--- config.mk ---
export PLATFORM = sky130hd
export DESIGN_NAME = dor_route_unit
export DESIGN_NICKNAME = d
export VERILOG_FILES = /design/src/rtl/dor_route_pkg.sv /design/src/rtl/dor_axis_cmp.sv /design/src/rtl/dor_decide.sv /design/src/rtl/dor_hold.sv /design/src/rtl/dor_route_unit.sv
export SDC_FILE = /design/constraint.sdc
export NUM_CORES = 1
export LEC_CHECK = 0
export BUFFER_PORTS_ARGS = -buffer_cell sky130_fd_sc_hd__clkbuf_2
export CAP_MARGIN = 25
export CORE_AREA = 3 3 40 42
export CTS_CLUSTER_SIZE = 10
export DETAILED_ROUTE_END_ITERATION = 10
export DIE_AREA = 0 0 43 45
export HOLD_SLACK_MARGIN = 0.02
export PLACE_DENSITY = 0.65
export REMOVE_ABC_BUFFERS = 1
export SLEW_MARGIN = 10
export SYNTH_ARGS = -nofsm -noshare
export SYNTH_HDL_FRONTEND = slang
export SYNTH_HIERARCHICAL = 1
export SYNTH_SLANG_ARGS = --single-unit
--- constraint.sdc ---
create_clock -name clk -period 3.9 [get_ports clk]
set_input_delay 0.195 -clock clk [delete_from_list [all_inputs] [get_ports clk]]
set_output_delay 0.195 -clock clk [all_outputs]
set_load 0.05 [all_outputs]
--- src/rtl/dor_route_pkg.sv ---
package dor_route_pkg;

    typedef enum logic [1:0] {
        FK_BODY   = 2'b00,
        FK_HEAD   = 2'b01,
        FK_TAIL   = 2'b10,
        FK_SINGLE = 2'b11
    } flit_kind_e;

    typedef enum logic [2:0] {
        PORT_LOCAL = 3'd0,
        PORT_XPOS  = 3'd1,
        PORT_XNEG  = 3'd2,
        PORT_YPOS  = 3'd3,
        PORT_YNEG  = 3'd4
    } route_port_e;

    localparam int unsigned NUM_AXES = 2;

    function automatic logic starts_packet(flit_kind_e k);
        return (k == FK_HEAD) || (k == FK_SINGLE);
    endfunction

    function automatic logic ends_packet(flit_kind_e k);
        return (k == FK_TAIL) || (k == FK_SINGLE);
    endfunction

endpackage

--- src/rtl/dor_axis_cmp.sv ---
module dor_axis_cmp #(
    parameter int unsigned W = 4
) (
    input  logic [W-1:0] cur,
    input  logic [W-1:0] dst,
    output logic         ahead,
    output logic         behind
);
    assign ahead  = dst > cur;
    assign behind = dst < cur;
endmodule

--- src/rtl/dor_decide.sv ---
module dor_decide
    import dor_route_pkg::*;
#(
    parameter int unsigned W = 4
) (
    input  logic [W-1:0] cur_x,
    input  logic [W-1:0] cur_y,
    input  logic [W-1:0] dst_x,
    input  logic [W-1:0] dst_y,
    output route_port_e  port
);
    logic [W-1:0]          cur_a [NUM_AXES];
    logic [W-1:0]          dst_a [NUM_AXES];
    logic [NUM_AXES-1:0]   ahead;
    logic [NUM_AXES-1:0]   behind;

    assign cur_a[0] = cur_x;
    assign cur_a[1] = cur_y;
    assign dst_a[0] = dst_x;
    assign dst_a[1] = dst_y;

    for (genvar g = 0; g < NUM_AXES; g++) begin : g_axis
        dor_axis_cmp #(.W(W)) cmp_i (
            .cur    (cur_a[g]),
            .dst    (dst_a[g]),
            .ahead  (ahead[g]),
            .behind (behind[g])
        );
    end

    // Lower dimension (X, axis 0) has priority over Y.
    always_comb begin
        if (ahead[0])       port = PORT_XPOS;
        else if (behind[0]) port = PORT_XNEG;
        else if (ahead[1])  port = PORT_YPOS;
        else if (behind[1]) port = PORT_YNEG;
        else                port = PORT_LOCAL;
    end

    always_comb begin
        if (ahead[0] || behind[0])
            p_x_before_y_r1: assert (port == PORT_XPOS || port == PORT_XNEG);
        if (!ahead[0] && !behind[0] && (ahead[1] || behind[1]))
            p_y_after_x_r2: assert (port == PORT_YPOS || port == PORT_YNEG);
    end

endmodule

--- src/rtl/dor_hold.sv ---
module dor_hold
    import dor_route_pkg::*;
(
    input  logic        clk,
    input  logic        rst,
    input  logic        take_head,
    input  logic        take_single,
    input  logic        take_tail,
    input  route_port_e new_port,
    output logic        open_q,
    output route_port_e held_q
);
    always_ff @(posedge clk) begin
        if (rst) begin
            open_q <= 1'b0;
            held_q <= PORT_LOCAL;
        end else if (take_head) begin
            held_q <= new_port;
            open_q <= !take_single;
        end else if (take_tail) begin
            open_q <= 1'b0;
        end
    end

    p_single_no_open_r7: assert property (@(posedge clk) disable iff (rst)
        take_single |=> !open_q);

    p_tail_closes_r6: assert property (@(posedge clk) disable iff (rst)
        (take_tail && !take_head) |=> !open_q);

    p_hold_route_r5: assert property (@(posedge clk) disable iff (rst)
        !take_head |=> $stable(held_q));

    p_head_loads_r10: assert property (@(posedge clk) disable iff (rst)
        take_head |=> (held_q == $past(new_port)));

endmodule

--- src/rtl/dor_route_unit.sv ---
module dor_route_unit
    import dor_route_pkg::*;
#(
    parameter int unsigned COORD_W = 4
) (
    input  logic               clk,
    input  logic               rst,
    input  logic               flit_valid,
    input  logic [1:0]         flit_kind,
    input  logic [COORD_W-1:0] flit_dst_x,
    input  logic [COORD_W-1:0] flit_dst_y,
    input  logic [COORD_W-1:0] node_x,
    input  logic [COORD_W-1:0] node_y,
    output logic               port_valid,
    output logic [2:0]         port_sel
);
    flit_kind_e  kind;
    route_port_e decided;
    route_port_e held;
    logic        open_q;
    logic        is_first;

    assign kind     = flit_kind_e'(flit_kind);
    assign is_first = starts_packet(kind);

    dor_decide #(.W(COORD_W)) decide_i (
        .cur_x (node_x),
        .cur_y (node_y),
        .dst_x (flit_dst_x),
        .dst_y (flit_dst_y),
        .port  (decided)
    );

    dor_hold hold_i (
        .clk         (clk),
        .rst         (rst),
        .take_head   (flit_valid && is_first),
        .take_single (flit_valid && kind == FK_SINGLE),
        .take_tail   (flit_valid && ends_packet(kind)),
        .new_port    (decided),
        .open_q      (open_q),
        .held_q      (held)
    );

    assign port_sel   = is_first ? decided : held;
    assign port_valid = flit_valid && (is_first || open_q);

    p_follow_needs_open_r6: assert property (@(posedge clk) disable iff (rst)
        (port_valid && !is_first) |-> open_q);

    p_follow_uses_latch_r5: assert property (@(posedge clk) disable iff (rst)
        (port_valid && !is_first) |-> (port_sel == 3'(held)));

    p_reset_clears_r8: assert property (@(posedge clk) disable iff (rst)
        $past(rst) |-> !open_q);

    p_idle_keeps_r9: assert property (@(posedge clk) disable iff (rst)
        !flit_valid |=> (open_q == $past(open_q)));

endmodule

==> results.py <==
metrics = {
    "timing": {
        "relSlewSlack_pct": 80.9,
        "setup_viol": 0,
        "rsz0062_at_grt": "false",
        "timing.final.max_slew_violations": 0,
        "finalCritPeriodShare_pct": 51.2,
        "clock.fmax_mhz": 500,
        "hold_viol": 0,
        "fin_skew_ps": 0,
        "totalNegativeSetupSlack_ps": 0,
        "worstMarginPinSlew_ps": 286,
        "period_needed_ps": 2000,
        "fin_ws_ps": 1900,
    },
    "pwr": {
        "p_total_w": 0.000173,
        "p_int_w": 0.000113,
        "peakVddDrop_v": 0.000193,
        "power_switching_w": 0.0000603,
        "p_comb_share_pct": 44.3,
        "power_switching_share_pct": 34.8,
        "pwr-share-seq_pct": 25.8,
        "leakagePower_nw": 0.368,
        "powerDensity_nw_per_um2": 275,
        "pwr-share-clk_pct": 29.9,
    },
    "synthesis": {
        "synth_area_per_cell_sq_um": 8.51,
        "synth_area_leaders": "ha_1 (21%), dfxtp_1 (17%), inv_1 (7.2%), mux2_2 (7.2%), mux2i_1 (6.4%)",
        "yosysTopAreaCellShare_pct": 21.4,
        "ys_warn_count": 6,
        "synth_top_cells_by_count": "inv_1 (9), ha_1 (8), nor2_1 (5), dfxtp_1 (4), nand2_1 (4)",
        "post_synth_num_cell_types": 19,
        "yosysSeqAreaShare_pct": 17.1,
        "yosys.area.top_type": "ha_1",
        "netlist_instances": 55,
        "synth-async-reset-ratio_pct": 0,
        "synth_most_common_cell": "inv_1",
        "synth_edf_count": 0,
        "ys_ff_latch": 4,
        "synth_area_sq_um": 468,
        "synth_flop_cell": "dfxtp_1",
    },
    "placed_design": {
        "place.port_buffers": 24,
        "place_ws_ps": 1890,
        "place_congestion": 0.744,
        "dpl.cell_count": 94,
    },
    "floorplan": {
        "die_h_um": 45,
        "dieArea_sq_um": 1940,
        "die-width_um": 43,
        "core_sq_um": 1280,
        "start_util_pct": 36.4,
        "num_io_pins": 25,
        "row_count": 13,
    },
    "global_routing": {
        "met1_usage_pct": 11.1,
        "met2_usage_pct": 16.8,
        "grtUsageTotal_pct": 10.1,
        "grt_max_degree": 7,
        "grt_pass1_wl_um": 1480,
        "grt-busiest-layer": "met2",
        "globalRouteOverflowTotal": 0,
        "antenna_found_initial": 0,
        "grt_pass1_vias": 421,
        "use_met3_pct": 6.37,
    },
    "detailed_routing": {
        "drc": 0,
        "ant_nets": 0,
        "via_per_inst": 4.56,
        "wl_per_cell_um": 8.86,
        "firstDrtPassIters": 4,
        "drt_iter0_drc": 9,
        "wl_um": 859,
        "vias": 442,
    },
    "clock_network": {
        "numCtsBuffers": 3,
        "cts_tree": "yes",
        "clk_latency_ps": 240,
        "hold_buffers": 0,
        "ctsRootBufferMaster": "clkbuf_4",
        "clk_pin_slew_worst_paths_ps": 40,
        "cts-resized-gates": 0,
        "cts_setup_buffers": 0,
        "cts_sinks": 4,
        "clockBufferDepth": 2,
        "htree_levels": 1,
    },
    "critical_path": {
        "r2r-end": "hold_i/open_q",
        "start_kind": "input pin",
        "cpPeakStageDelay_ps": 290,
        "required_ps": 3700,
        "crit_fanout": 3,
        "critPathCaptureType": "output pin",
        "slowest_stage": "ha_1",
        "rr_worst_depth": 2,
        "critPathKind": "input pin to output pin",
        "rrSetupSlack_ps": 3030,
        "cp_top_family": "buffers and inverters",
        "critPathBufInv": 4,
        "critPathArrivalTime_ps": 1800,
        "crit_path_cell_trace": "clkbuf_2 > inv_1 > ha_1 > nor2b_4 > o21bai_1 > and2_1 > inv_1 > a21o_2 > mux2_2 > clkbuf_2",
        "timing.rr.start": "hold_i/open_q",
    },
    "finish": {
        "drive_above_1_share_pct": 43.9,
        "area_delta_synth_final_pct": 34.5,
        "instances_no_fill": 97,
        "fin_nets": 113,
        "antenna_cells": 0,
    },
    "run_status": {
        "status": "finished, final reports clean",
    },
    "hold_path": {
        "min_to": "hold_i/open_q",
        "hold_depth": 2,
        "hold_start": "rst",
        "hp-class": "input pin to flip-flop",
    },
    "run": {
        "max_cap_violations": 0,
    },
}
[power groups by stage]
stage          Sequential, W  Combinational (W)  Clock (W)
3_5_place_dp       0.0000453          0.0000778          0
2_1_floorplan      0.0000449          0.0000571          0
3_3_place_gp       0.0000451          0.0000764          0
6_report           0.0000446          0.0000768  0.0000518
5_1_grt            0.0000448          0.0000858  0.0000596
4_1_cts            0.0000446          0.0000780  0.0000552
[worst max-delay path by stage]
| stage | start | endpoint | slack, ps | cells past startpoint |
|---|---|---|---|---|
| finish | node_x[1] | port_sel[0] | 1900 | 10 |
| global route | node_y[1] | port_sel[2] | 1780 | 9 |
| CTS | node_x[1] | port_sel[0] | 1890 | 10 |
| detailed placement | node_x[1] | port_sel[0] | 1890 | 10 |
| global placement | node_x[1] | port_sel[0] | 1910 | 10 |
| floorplan | node_x[1] | port_sel[0] | 2140 | 8 |
[layout make-up]
class	count	area, sq um
clock buffer	3	22.5
fill	138	656
inverter	9	33.8
multi-input combinational	42	354
sequential	4	80.1
tap	15	18.8
timing repair buffer	24	120
[per-stage QoR]
step / area (sq um) / hold slack, ps / utilization (%)
2_1_floorplan: 468 / 264 / -
3_3_place_gp: 607 / 428 / 47.2
3_5_place_dp: 607 / 428 / 47.2
4_1_cts: 629 / 172 / 49.0
5_1_grt: 629 / 178 / 49.0
6_report: 629 / 184 / 49.0
[flip-flops by register name, summed over array words and instances (netlist names)]
| name | cells |
|---|---|
| hold_i/open_q | 1 |
| hold_i/held_q | 3 |
[per-layer routing]
metal	share of wire, %	wire length (um)	up-vias
li1	-	-	241
met1	43	369	189
met2	49	425	12
met3	7.5	64	0
met4	0	0	0
met5	0	0	-
[kinds of logic (layout without fill, tap and decap cells)]
kind of cell | count (synthesis) | after routing | share of synthesized area, %
AO/OA/AOI/OAI | 9 | 9 | 13.6
adder cells (fa/ha/maj) | 8 | 8 | 21.4
buffers and inverters | 9 | 36 | 7.22
flip-flops | 4 | 4 | 17.1
multiplexers | 6 | 6 | 13.6
AND/OR/NAND/NOR | 19 | 19 | 27.0
[layout by cell type (no fill, tap or decap), types with 2 or more instances in the layout]
cell and count:
a21oi_1 3, a2bb2oi_1 2, and2_1 3, clkbuf_2 24, clkbuf_4 3, dfxtp_1 4, ha_1 8, inv_1 9
mux2_2 3, mux2i_1 3, nand2_1 4, nor2_1 5, nor2b_4 2, o21bai_1 2
(Power assumes the default switching activity.)
